<file path="src/rtl/spi_cmd_pkg.sv">
package spi_cmd_pkg;

    localparam logic [3:0] OFS_OPCODE = 4'h0;
    localparam logic [3:0] OFS_COUNT  = 4'h1;
    localparam logic [3:0] OFS_CTRL   = 4'h2;
    localparam logic [3:0] OFS_STATUS = 4'h3;
    localparam logic [3:0] OFS_DATA   = 4'hC;
    localparam logic [3:0] OFS_PTR    = 4'hD;

    localparam int CTRL_GO_BIT   = 0;
    localparam int CTRL_PCLR_BIT = 4;
    localparam int STAT_BUSY_BIT = 7;

    typedef struct packed {
        logic [3:0] rx_n;
        logic [3:0] tx_n;
    } count_reg_t;

    typedef enum logic {
        SEQ_IDLE = 1'b0,
        SEQ_RUN  = 1'b1
    } seq_state_e;

    function automatic logic [4:0] payload_len(input logic [3:0] field,
                                               input logic [4:0] limit);
        logic [4:0] f5;
        f5 = {1'b0, field};
        return (f5 > limit) ? limit : f5;
    endfunction

    function automatic logic [4:0] receive_len(input logic [4:0] tx_eff,
                                               input logic [3:0] field);
        if (tx_eff != 5'd0)
            return {1'b0, field};
        else if (field == 4'd0)
            return 5'd0;
        else
            return {1'b0, field - 4'd1};
    endfunction

endpackage

</file>
<file path="src/rtl/spi_cmd_fifo.sv">
module spi_cmd_fifo #(
    parameter int DEPTH = 8,
    localparam int PTR_W = $clog2(DEPTH)
) (
    input  logic             clk,
    input  logic             rst,
    input  logic             bus_we,
    input  logic             bus_adv,
    input  logic             ptr_clr,
    input  logic [7:0]       bus_wdata,
    output logic [7:0]       bus_rdata,
    output logic [PTR_W-1:0] ptr,
    input  logic             eng_we,
    input  logic [PTR_W-1:0] eng_waddr,
    input  logic [7:0]       eng_wdata,
    input  logic [PTR_W-1:0] eng_raddr,
    output logic [7:0]       eng_rdata
);

    logic [7:0] mem [DEPTH];

    assign bus_rdata = mem[ptr];
    assign eng_rdata = mem[eng_raddr];

    always_ff @(posedge clk) begin
        if (rst) begin
            for (int i = 0; i < DEPTH; i++) mem[i] <= 8'h00;
        end else if (eng_we) begin
            mem[eng_waddr] <= eng_wdata;
        end else if (bus_we) begin
            mem[ptr] <= bus_wdata;
        end
    end

    always_ff @(posedge clk) begin
        if (rst || ptr_clr)
            ptr <= '0;
        else if (bus_we || bus_adv)
            ptr <= ptr + 1'b1;
    end

    assert_ptr_clear_R6: assert property (@(posedge clk) disable iff (rst)
        ptr_clr |=> (ptr == '0));

endmodule

</file>
<file path="src/rtl/spi_cmd_shift.sv">
module spi_cmd_shift (
    input  logic       clk,
    input  logic       rst,
    input  logic       load,
    input  logic [7:0] load_byte,
    input  logic       miso,
    output logic       byte_done,
    output logic [7:0] rx_byte,
    output logic       sclk,
    output logic       mosi
);

    localparam int PH_W  = 2;
    localparam int BIT_W = 3;

    logic [7:0]       tx_sh;
    logic [7:0]       rx_sh;
    logic [PH_W-1:0]  phase;
    logic [BIT_W-1:0] bit_idx;
    logic             run;
    logic             sample_ph;
    logic             last_ph;

    assign sample_ph = (phase == PH_W'(1));
    assign last_ph   = (phase == PH_W'(3));
    assign byte_done = run && last_ph && (bit_idx == BIT_W'(7));
    assign rx_byte   = rx_sh;
    assign sclk      = run & phase[PH_W-1];
    assign mosi      = run & tx_sh[7];

    always_ff @(posedge clk) begin
        if (rst) begin
            tx_sh   <= 8'h00;
            rx_sh   <= 8'h00;
            phase   <= '0;
            bit_idx <= '0;
            run     <= 1'b0;
        end else if (load) begin
            tx_sh   <= load_byte;
            phase   <= '0;
            bit_idx <= '0;
            run     <= 1'b1;
        end else if (run) begin
            phase <= phase + 1'b1;
            if (sample_ph)
                rx_sh <= {rx_sh[6:0], miso};
            if (last_ph) begin
                tx_sh   <= {tx_sh[6:0], 1'b0};
                bit_idx <= bit_idx + 1'b1;
                if (bit_idx == BIT_W'(7))
                    run <= 1'b0;
            end
        end
    end

    assert_mosi_steady_R9: assert property (@(posedge clk) disable iff (rst)
        sclk |-> $stable(mosi));

endmodule

</file>
<file path="src/rtl/spi_cmd_seq.sv">
module spi_cmd_seq
    import spi_cmd_pkg::*;
#(
    parameter int DEPTH  = 8,
    parameter int MAX_TX = 8,
    localparam int PTR_W = $clog2(DEPTH),
    localparam int IDX_W = $clog2(MAX_TX + 17)
) (
    input  logic             clk,
    input  logic             rst,
    input  logic             go,
    input  logic [7:0]       opcode,
    input  count_reg_t       counts,
    input  logic             byte_done,
    input  logic [7:0]       rx_byte,
    input  logic [7:0]       fifo_rdata,
    output logic [PTR_W-1:0] fifo_raddr,
    output logic             fifo_we,
    output logic [PTR_W-1:0] fifo_waddr,
    output logic [7:0]       fifo_wdata,
    output logic             load,
    output logic [7:0]       load_byte,
    output logic             busy
);

    seq_state_e       state;
    logic [IDX_W-1:0] idx;
    logic [IDX_W-1:0] tx_l;
    logic [IDX_W-1:0] last_l;
    logic [4:0]       tx_eff;
    logic [4:0]       rx_eff;
    logic [IDX_W-1:0] next_idx;
    logic             more;

    assign tx_eff   = payload_len(counts.tx_n, 5'(MAX_TX));
    assign rx_eff   = receive_len(tx_eff, counts.rx_n);
    assign next_idx = idx + 1'b1;
    assign more     = (idx != last_l);
    assign busy     = (state == SEQ_RUN);

    always_comb begin
        load       = 1'b0;
        load_byte  = opcode;
        fifo_raddr = idx[PTR_W-1:0];
        fifo_waddr = PTR_W'(idx[PTR_W-1:0] - 1'b1);
        fifo_wdata = rx_byte;
        fifo_we    = 1'b0;
        if (state == SEQ_IDLE) begin
            load = go;
        end else if (byte_done) begin
            fifo_we = (idx > tx_l);
            if (more) begin
                load      = 1'b1;
                load_byte = (next_idx <= tx_l) ? fifo_rdata : 8'h00;
            end
        end
    end

    always_ff @(posedge clk) begin
        if (rst) begin
            state  <= SEQ_IDLE;
            idx    <= '0;
            tx_l   <= '0;
            last_l <= '0;
        end else if (state == SEQ_IDLE) begin
            if (go) begin
                state  <= SEQ_RUN;
                idx    <= '0;
                tx_l   <= IDX_W'(tx_eff);
                last_l <= IDX_W'(tx_eff) + IDX_W'(rx_eff);
            end
        end else if (byte_done) begin
            if (more)
                idx <= next_idx;
            else
                state <= SEQ_IDLE;
        end
    end

    assert_start_needs_go_R7: assert property (@(posedge clk) disable iff (rst)
        $rose(busy) |-> $past(go));

    assert_index_bound_R10: assert property (@(posedge clk) disable iff (rst)
        busy |-> (idx <= last_l));

endmodule

</file>
<file path="src/rtl/spi_cmd_engine.sv">
module spi_cmd_engine
    import spi_cmd_pkg::*;
#(
    parameter int DEPTH  = 8,
    parameter int MAX_TX = 8
) (
    input  logic       clk,
    input  logic       rst,
    input  logic [3:0] bus_addr,
    input  logic       bus_wr,
    input  logic       bus_rd,
    input  logic [7:0] bus_wdata,
    output logic [7:0] bus_rdata,
    output logic       spi_sclk,
    output logic       spi_cs_n,
    output logic       spi_mosi,
    input  logic       spi_miso
);

    localparam int PTR_W = $clog2(DEPTH);

    logic [7:0]       opcode_q;
    count_reg_t       count_q;
    logic             busy;
    logic             go;
    logic             ptr_clr;
    logic             data_we;
    logic             data_adv;
    logic [7:0]       fifo_bus_rdata;
    logic [PTR_W-1:0] ptr;
    logic             eng_we;
    logic [PTR_W-1:0] eng_waddr;
    logic [7:0]       eng_wdata;
    logic [PTR_W-1:0] eng_raddr;
    logic [7:0]       eng_rdata;
    logic             load;
    logic [7:0]       load_byte;
    logic             byte_done;
    logic [7:0]       rx_byte;

    assign go       = bus_wr && (bus_addr == OFS_CTRL) && bus_wdata[CTRL_GO_BIT];
    assign ptr_clr  = bus_wr && (bus_addr == OFS_CTRL) && bus_wdata[CTRL_PCLR_BIT];
    assign data_we  = bus_wr && (bus_addr == OFS_DATA) && !busy;
    assign data_adv = bus_rd && (bus_addr == OFS_DATA);
    assign spi_cs_n = !busy;

    always_ff @(posedge clk) begin
        if (rst) begin
            opcode_q <= 8'h00;
            count_q  <= '0;
        end else if (bus_wr) begin
            if (bus_addr == OFS_OPCODE) opcode_q <= bus_wdata;
            if (bus_addr == OFS_COUNT)  count_q  <= count_reg_t'(bus_wdata);
        end
    end

    always_comb begin
        bus_rdata = 8'h00;
        case (bus_addr)
            OFS_OPCODE: bus_rdata = opcode_q;
            OFS_COUNT:  bus_rdata = count_q;
            OFS_CTRL:   bus_rdata[CTRL_GO_BIT] = busy;
            OFS_STATUS: bus_rdata[STAT_BUSY_BIT] = busy;
            OFS_DATA:   bus_rdata = fifo_bus_rdata;
            OFS_PTR:    bus_rdata = 8'(ptr);
            default:    bus_rdata = 8'h00;
        endcase
    end

    spi_cmd_fifo #(.DEPTH(DEPTH)) u_fifo (
        .clk       (clk),
        .rst       (rst),
        .bus_we    (data_we),
        .bus_adv   (data_adv),
        .ptr_clr   (ptr_clr),
        .bus_wdata (bus_wdata),
        .bus_rdata (fifo_bus_rdata),
        .ptr       (ptr),
        .eng_we    (eng_we),
        .eng_waddr (eng_waddr),
        .eng_wdata (eng_wdata),
        .eng_raddr (eng_raddr),
        .eng_rdata (eng_rdata)
    );

    spi_cmd_seq #(.DEPTH(DEPTH), .MAX_TX(MAX_TX)) u_seq (
        .clk        (clk),
        .rst        (rst),
        .go         (go),
        .opcode     (opcode_q),
        .counts     (count_q),
        .byte_done  (byte_done),
        .rx_byte    (rx_byte),
        .fifo_rdata (eng_rdata),
        .fifo_raddr (eng_raddr),
        .fifo_we    (eng_we),
        .fifo_waddr (eng_waddr),
        .fifo_wdata (eng_wdata),
        .load       (load),
        .load_byte  (load_byte),
        .busy       (busy)
    );

    spi_cmd_shift u_shift (
        .clk       (clk),
        .rst       (rst),
        .load      (load),
        .load_byte (load_byte),
        .miso      (spi_miso),
        .byte_done (byte_done),
        .rx_byte   (rx_byte),
        .sclk      (spi_sclk),
        .mosi      (spi_mosi)
    );

    assert_clock_under_select_R10: assert property (@(posedge clk) disable iff (rst)
        spi_sclk |-> !spi_cs_n);

    assert_busy_write_ignored_R11: assert property (@(posedge clk) disable iff (rst)
        (bus_wr && !bus_rd && (bus_addr == OFS_DATA) && busy) |=> $stable(ptr));

endmodule

</file>
<file path="config.mk">
export PLATFORM = sky130hd
export DESIGN_NAME = spi_cmd_engine
export DESIGN_NICKNAME = d
export VERILOG_FILES = /design/src/rtl/spi_cmd_pkg.sv /design/src/rtl/spi_cmd_fifo.sv /design/src/rtl/spi_cmd_shift.sv /design/src/rtl/spi_cmd_seq.sv /design/src/rtl/spi_cmd_engine.sv
export SDC_FILE = /design/constraint.sdc
export NUM_CORES = 1
export LEC_CHECK = 0
export CAP_MARGIN = 20
export CORE_ASPECT_RATIO = 0.5
export CORE_UTILIZATION = 60
export CTS_CLUSTER_SIZE = 14
export DETAILED_ROUTE_END_ITERATION = 12
export PLACE_DENSITY = 0.79
export SLEW_MARGIN = 20
export SYNTH_ARGS = -nofsm -noshare
export SYNTH_HDL_FRONTEND = slang
export SYNTH_SLANG_ARGS = --single-unit
</file>
<file path="constraint.sdc">
create_clock -name clk -period 3 [get_ports clk]
set_input_delay 0.3 -clock clk [delete_from_list [all_inputs] [get_ports clk]]
set_output_delay 0.3 -clock clk [all_outputs]
set_load 0.03 [all_outputs]
</file>
==> reports/qor.json <==
{
  "netlist_top_cells_area": {"value": "edfxtp_1 28%, dfxtp_1 18%, mux4_2 11%, mux2i_1 6.1%, nor2_1 4.9%"},
  "synthArstFlopShare": {"value": 0},
  "vias": {"value": 5325},
  "post_route_design_area": {"value": 0.00794, "unit": "mm^2"},
  "clk-insertion-delay-late": {"value": 0.43, "unit": "ns"},
  "met1_usage": {"value": 0.478},
  "min_period": {"value": 2.87, "unit": "ns"},
  "cts.reportedPaths.clkPinSlew": {"value": 0.06, "unit": "ns"},
  "firstDrtPassIters": {"value": 10},
  "irDropWorstVdd": {"value": 0.329, "unit": "mV"},
  "io_pins": {"value": 28},
  "floorplan.core_area": {"value": 0.0106, "unit": "mm^2"},
  "finalClockSkew": {"value": 0.00948, "unit": "ns"},
  "setup.worst_path.class": {"value": "flip-flop to output port"},
  "layout.cells.non_filler": {"value": 814},
  "antenna_cells": {"value": 0},
  "setup_repair_after_global_routing_missed_its_margin": {"value": "no"},
  "final_min_period_over_clock_period": {"value": 0.956},
  "tritoncts": {"value": "done"},
  "post-place-ws": {"value": 0.168, "unit": "ns"},
  "buffers_inserted_during_post_cts_setup_optimization": {"value": 0},
  "crit_buf_inv": {"value": 2},
  "timing.hold.worst.class": {"value": "primary input to flip-flop"},
  "fillers": {"value": 691},
  "rows": {"value": 26},
  "postLayoutSetupSlackWorst": {"value": 0.133, "unit": "ns"},
  "synth_warnings": {"value": 0},
  "synth_xor_xnor_area_share": {"value": 0.0182},
  "cp_top_family": {"value": "buffers and inverters"},
  "place_area": {"value": 0.00732, "unit": "mm^2"},
  "hold-path-endpoint": {"value": "u_shift.run"},
  "synth.lib_cells_used.distinct": {"value": 59},
  "r2r-end": {"value": "u_fifo.mem[2][2]"},
  "violated_checks": {"value": "DRC"},
  "report.power.total": {"value": 4.21, "unit": "mW"},
  "p_per_area": {"value": 531, "unit": "mW/mm^2"},
  "first_iter_violations": {"value": 723},
  "vias_per_cell": {"value": 6.54},
  "ys_seq_elements": {"value": 126},
  "timing.max_slew.rel_slack": {"value": 0.350},
  "timing.reg2reg.setup_slack": {"value": 0.22, "unit": "ns"},
  "max_cap_violations": {"value": 0},
  "worst_ep_required_time": {"value": 2.70, "unit": "ns"},
  "syn2layout_area_growth": {"value": 17.7, "unit": "%"},
  "drc": {"value": 1},
  "wirelength": {"value": 18800, "unit": "um"},
  "synth-simple-area-share": {"value": 0.143},
  "dp.cells": {"value": 782},
  "synth_top_family_by_area": {"value": "multiplexers"},
  "timing.reg2reg.worst_path_depth": {"value": 6},
  "cts_root_buf": {"value": "clkbuf_16"},
  "post_synthesis_mux_area_share": {"value": 0.179},
  "worstMarginPinSlew": {"value": 0.969, "unit": "ns"},
  "placement.io_buffers": {"value": 27},
  "detail_route.wl_per_cell": {"value": 23.2, "unit": "um"},
  "met3_demand_to_capacity_share_in_global_routing": {"value": 0.101},
  "worst_path_largest_cell_delay": {"value": 0.61, "unit": "ns"},
  "overflow": {"value": 0},
  "gr-usage-met2": {"value": 0.527},
  "start_util": {"value": 0.638},
  "ant_nets": {"value": 0},
  "postSynthNetCount": {"value": 648},
  "layout-drive-gt1-share": {"value": 0.184},
  "worstPathMaxFanout": {"value": 16},
  "grt_use_total": {"value": 0.348},
  "average_size_of_a_mapped_cell": {"value": 11.1, "unit": "um^2"},
  "source_of_the_worst_hold_timing_path": {"value": "rst"},
  "synth_seq_area_share": {"value": 0.469},
  "final_hold_viol_count": {"value": 0},
  "synth_area": {"value": 0.00675, "unit": "mm^2"},
  "p_leak": {"value": 2.91, "unit": "nW"},
  "upper_clock_frequency_limit": {"value": 349, "unit": "MHz"},
  "die-width": {"value": 152, "unit": "um"},
  "hpwlAfterDp": {"value": 13700, "unit": "um"},
  "cts_made_buffers": {"value": 17},
  "grt.busiest_layer": {"value": "met2"},
  "compound_cell_area_share_of_the_yosys_netlist": {"value": 0.120},
  "die_h": {"value": 77.0, "unit": "um"},
  "setup_viol_count_final": {"value": 0},
  "cts.htree.levels": {"value": 4},
  "first_global_vias": {"value": 5220},
  "pin_count_of_the_biggest_net_entering_global_routing": {"value": 26},
  "slowest_stage": {"value": "clkdlybuf4s50_1"},
  "grt_first_pass_wirelength": {"value": 29900, "unit": "um"},
  "arrival": {"value": 2.57, "unit": "ns"},
  "count_of_flip_flops_with_a_built_in_enable_after_synthesis": {"value": 64},
  "synth-main-ff-cell": {"value": "edfxtp_1"},
  "status": {"value": "complete, but fails checks"},
  "fin_tns_setup": {"value": 0, "unit": "ns"},
  "r2r_start": {"value": "u_shift.bit_idx[0]"},
  "postSynthCellCount": {"value": 610},
  "maxSlewViolCount": {"value": 0},
  "nets": {"value": 699},
  "cp-end-kind": {"value": "output port"},
  "antenna_violations_before_repair": {"value": 0},
  "dieArea": {"value": 0.0117, "unit": "mm^2"},
  "synth_adder_area_share": {"value": 0.0401},
  "clock-sinks": {"value": 126},
  "cp_cell_sequence": {"value": "buf_6, mux4_2, mux2i_1, o22ai_1, clkdlybuf4s50_1"},
  "number_of_instances_on_the_worst_hold_path": {"value": 2},
  "gp_congestion": {"value": 0.902},
  "startpoint_type": {"value": "flip-flop"},
  "synth_area_leader_cell": {"value": "edfxtp_1"},
  "yosys.area.top_type_share": {"value": 0.285},
  "max-clock-path-buffers": {"value": 2}
}
## synthesized netlist by cell type (all sizes together) (4+ instances only)
cell type	n
o211ai	11
clkbuf	21
xor2	4
xnor2	10
a21oi	32
nor2	88
mux4	32
dfxtp	62
buf	13
a21o	4
nand2	43
o22ai	8
edfxtp	64
inv	16
a2bb2oi	8
o221ai	8
o21ai	24
ha	20
mux2i	44
nor2b	8
nand3	27
nand2b	20
## cell type report
cell class / instances / area (um^2) / area share
clock buffers: 17 / 425 / 0.0536
multi-input cells: 434 / 3380 / 0.425
clock inverters: 15 / 185 / 0.0233
well taps: 140 / 175 / 0.0221
flip-flops and latches: 126 / 3160 / 0.398
repair buffers: 66 / 554 / 0.0698
inverters: 16 / 60.1 / 0.00756
## repair_timing
item | in CTS | in global routing
setup endpoints to repair | 0 | 2
hold buffers | 0 | 0
resized for setup | 0 | 2
## layer usage
| layer | wire [um] | up-vias | share of wire |
|---|---|---|---|
| li1 | - | 2373 | - |
| met3 | 2160 | 42 | 0.11 |
| met4 | 426 | 0 | 0.023 |
| met2 | 8350 | 310 | 0.44 |
| met5 | 0 | - | 0 |
| met1 | 7920 | 2600 | 0.42 |
## cells in the final DEF, fill, tap and decap left out, drive strengths merged, types with 2 or more instances in the layout
master	count
nand2b	20
nor3	3
a21oi	32
nor2b	8
dfxtp	62
o22ai	8
clkinv	5
clkbuf	17
buf	43
o221ai	8
or2	3
bufinv	3
o211ai	11
xnor2	10
a211oi	2
o21ai	24
a22o	3
inv	21
or4	2
ha	20
nor2	88
and2	3
edfxtp	64
nand2	43
clkdlybuf4s50	23
nand3	27
mux4	32
and4	2
mux2i	44
a2bb2oi	8
a21o	4
xor2	4
a31oi	2
clkinvlp	2
a22oi	3
## metrics by stage
step	hold WS, ns	util
after floorplan	0.436	-
after global placement	0.448	0.693
after detailed placement	0.453	0.693
after CTS	0.337	0.751
after global routing	0.366	0.751
final	0.359	0.751
## worst max path at each step
stage               depth (start not counted)          endpoint  slack, ns
finish                                      5      bus_rdata[4]       0.13
global route                                5      bus_rdata[4]       0.05
CTS                                         5      bus_rdata[7]       0.03
detailed placement                          7  u_fifo.mem[4][0]       0.17
global placement                            7  u_fifo.mem[0][0]       0.28
floorplan                                   8  u_fifo.mem[0][0]       0.53
## logic make-up after synthesis
family / Yosys count
compound gates: 113
xor+xnor: 14
fa+ha+maj: 21
buf+inv: 50
flops: 126
mux: 77
simple gates: 209
## state kept, by name, summed over array words and instances, names as in the netlist, 3 cells and up, named ones only
name,count
u_seq.tx_l,4
u_shift.bit_idx,3
count_q,8
u_seq.idx,5
u_fifo.ptr,3
opcode_q,8
u_shift.rx_byte,8
u_shift.tx_sh,8
u_seq.last_l,5
u_fifo.mem,64
## report_power, final
group | switching [mW] | internal [mW] | total (mW)
Clock | 0.826 | 1.32 | 2.14
Sequential | 0.0326 | 1.84 | 1.87
Combinational | 0.107 | 0.0894 | 0.197
Total | 0.966 | 3.25 | 4.21
No activity file was read; power rests on OpenSTA's default activity.
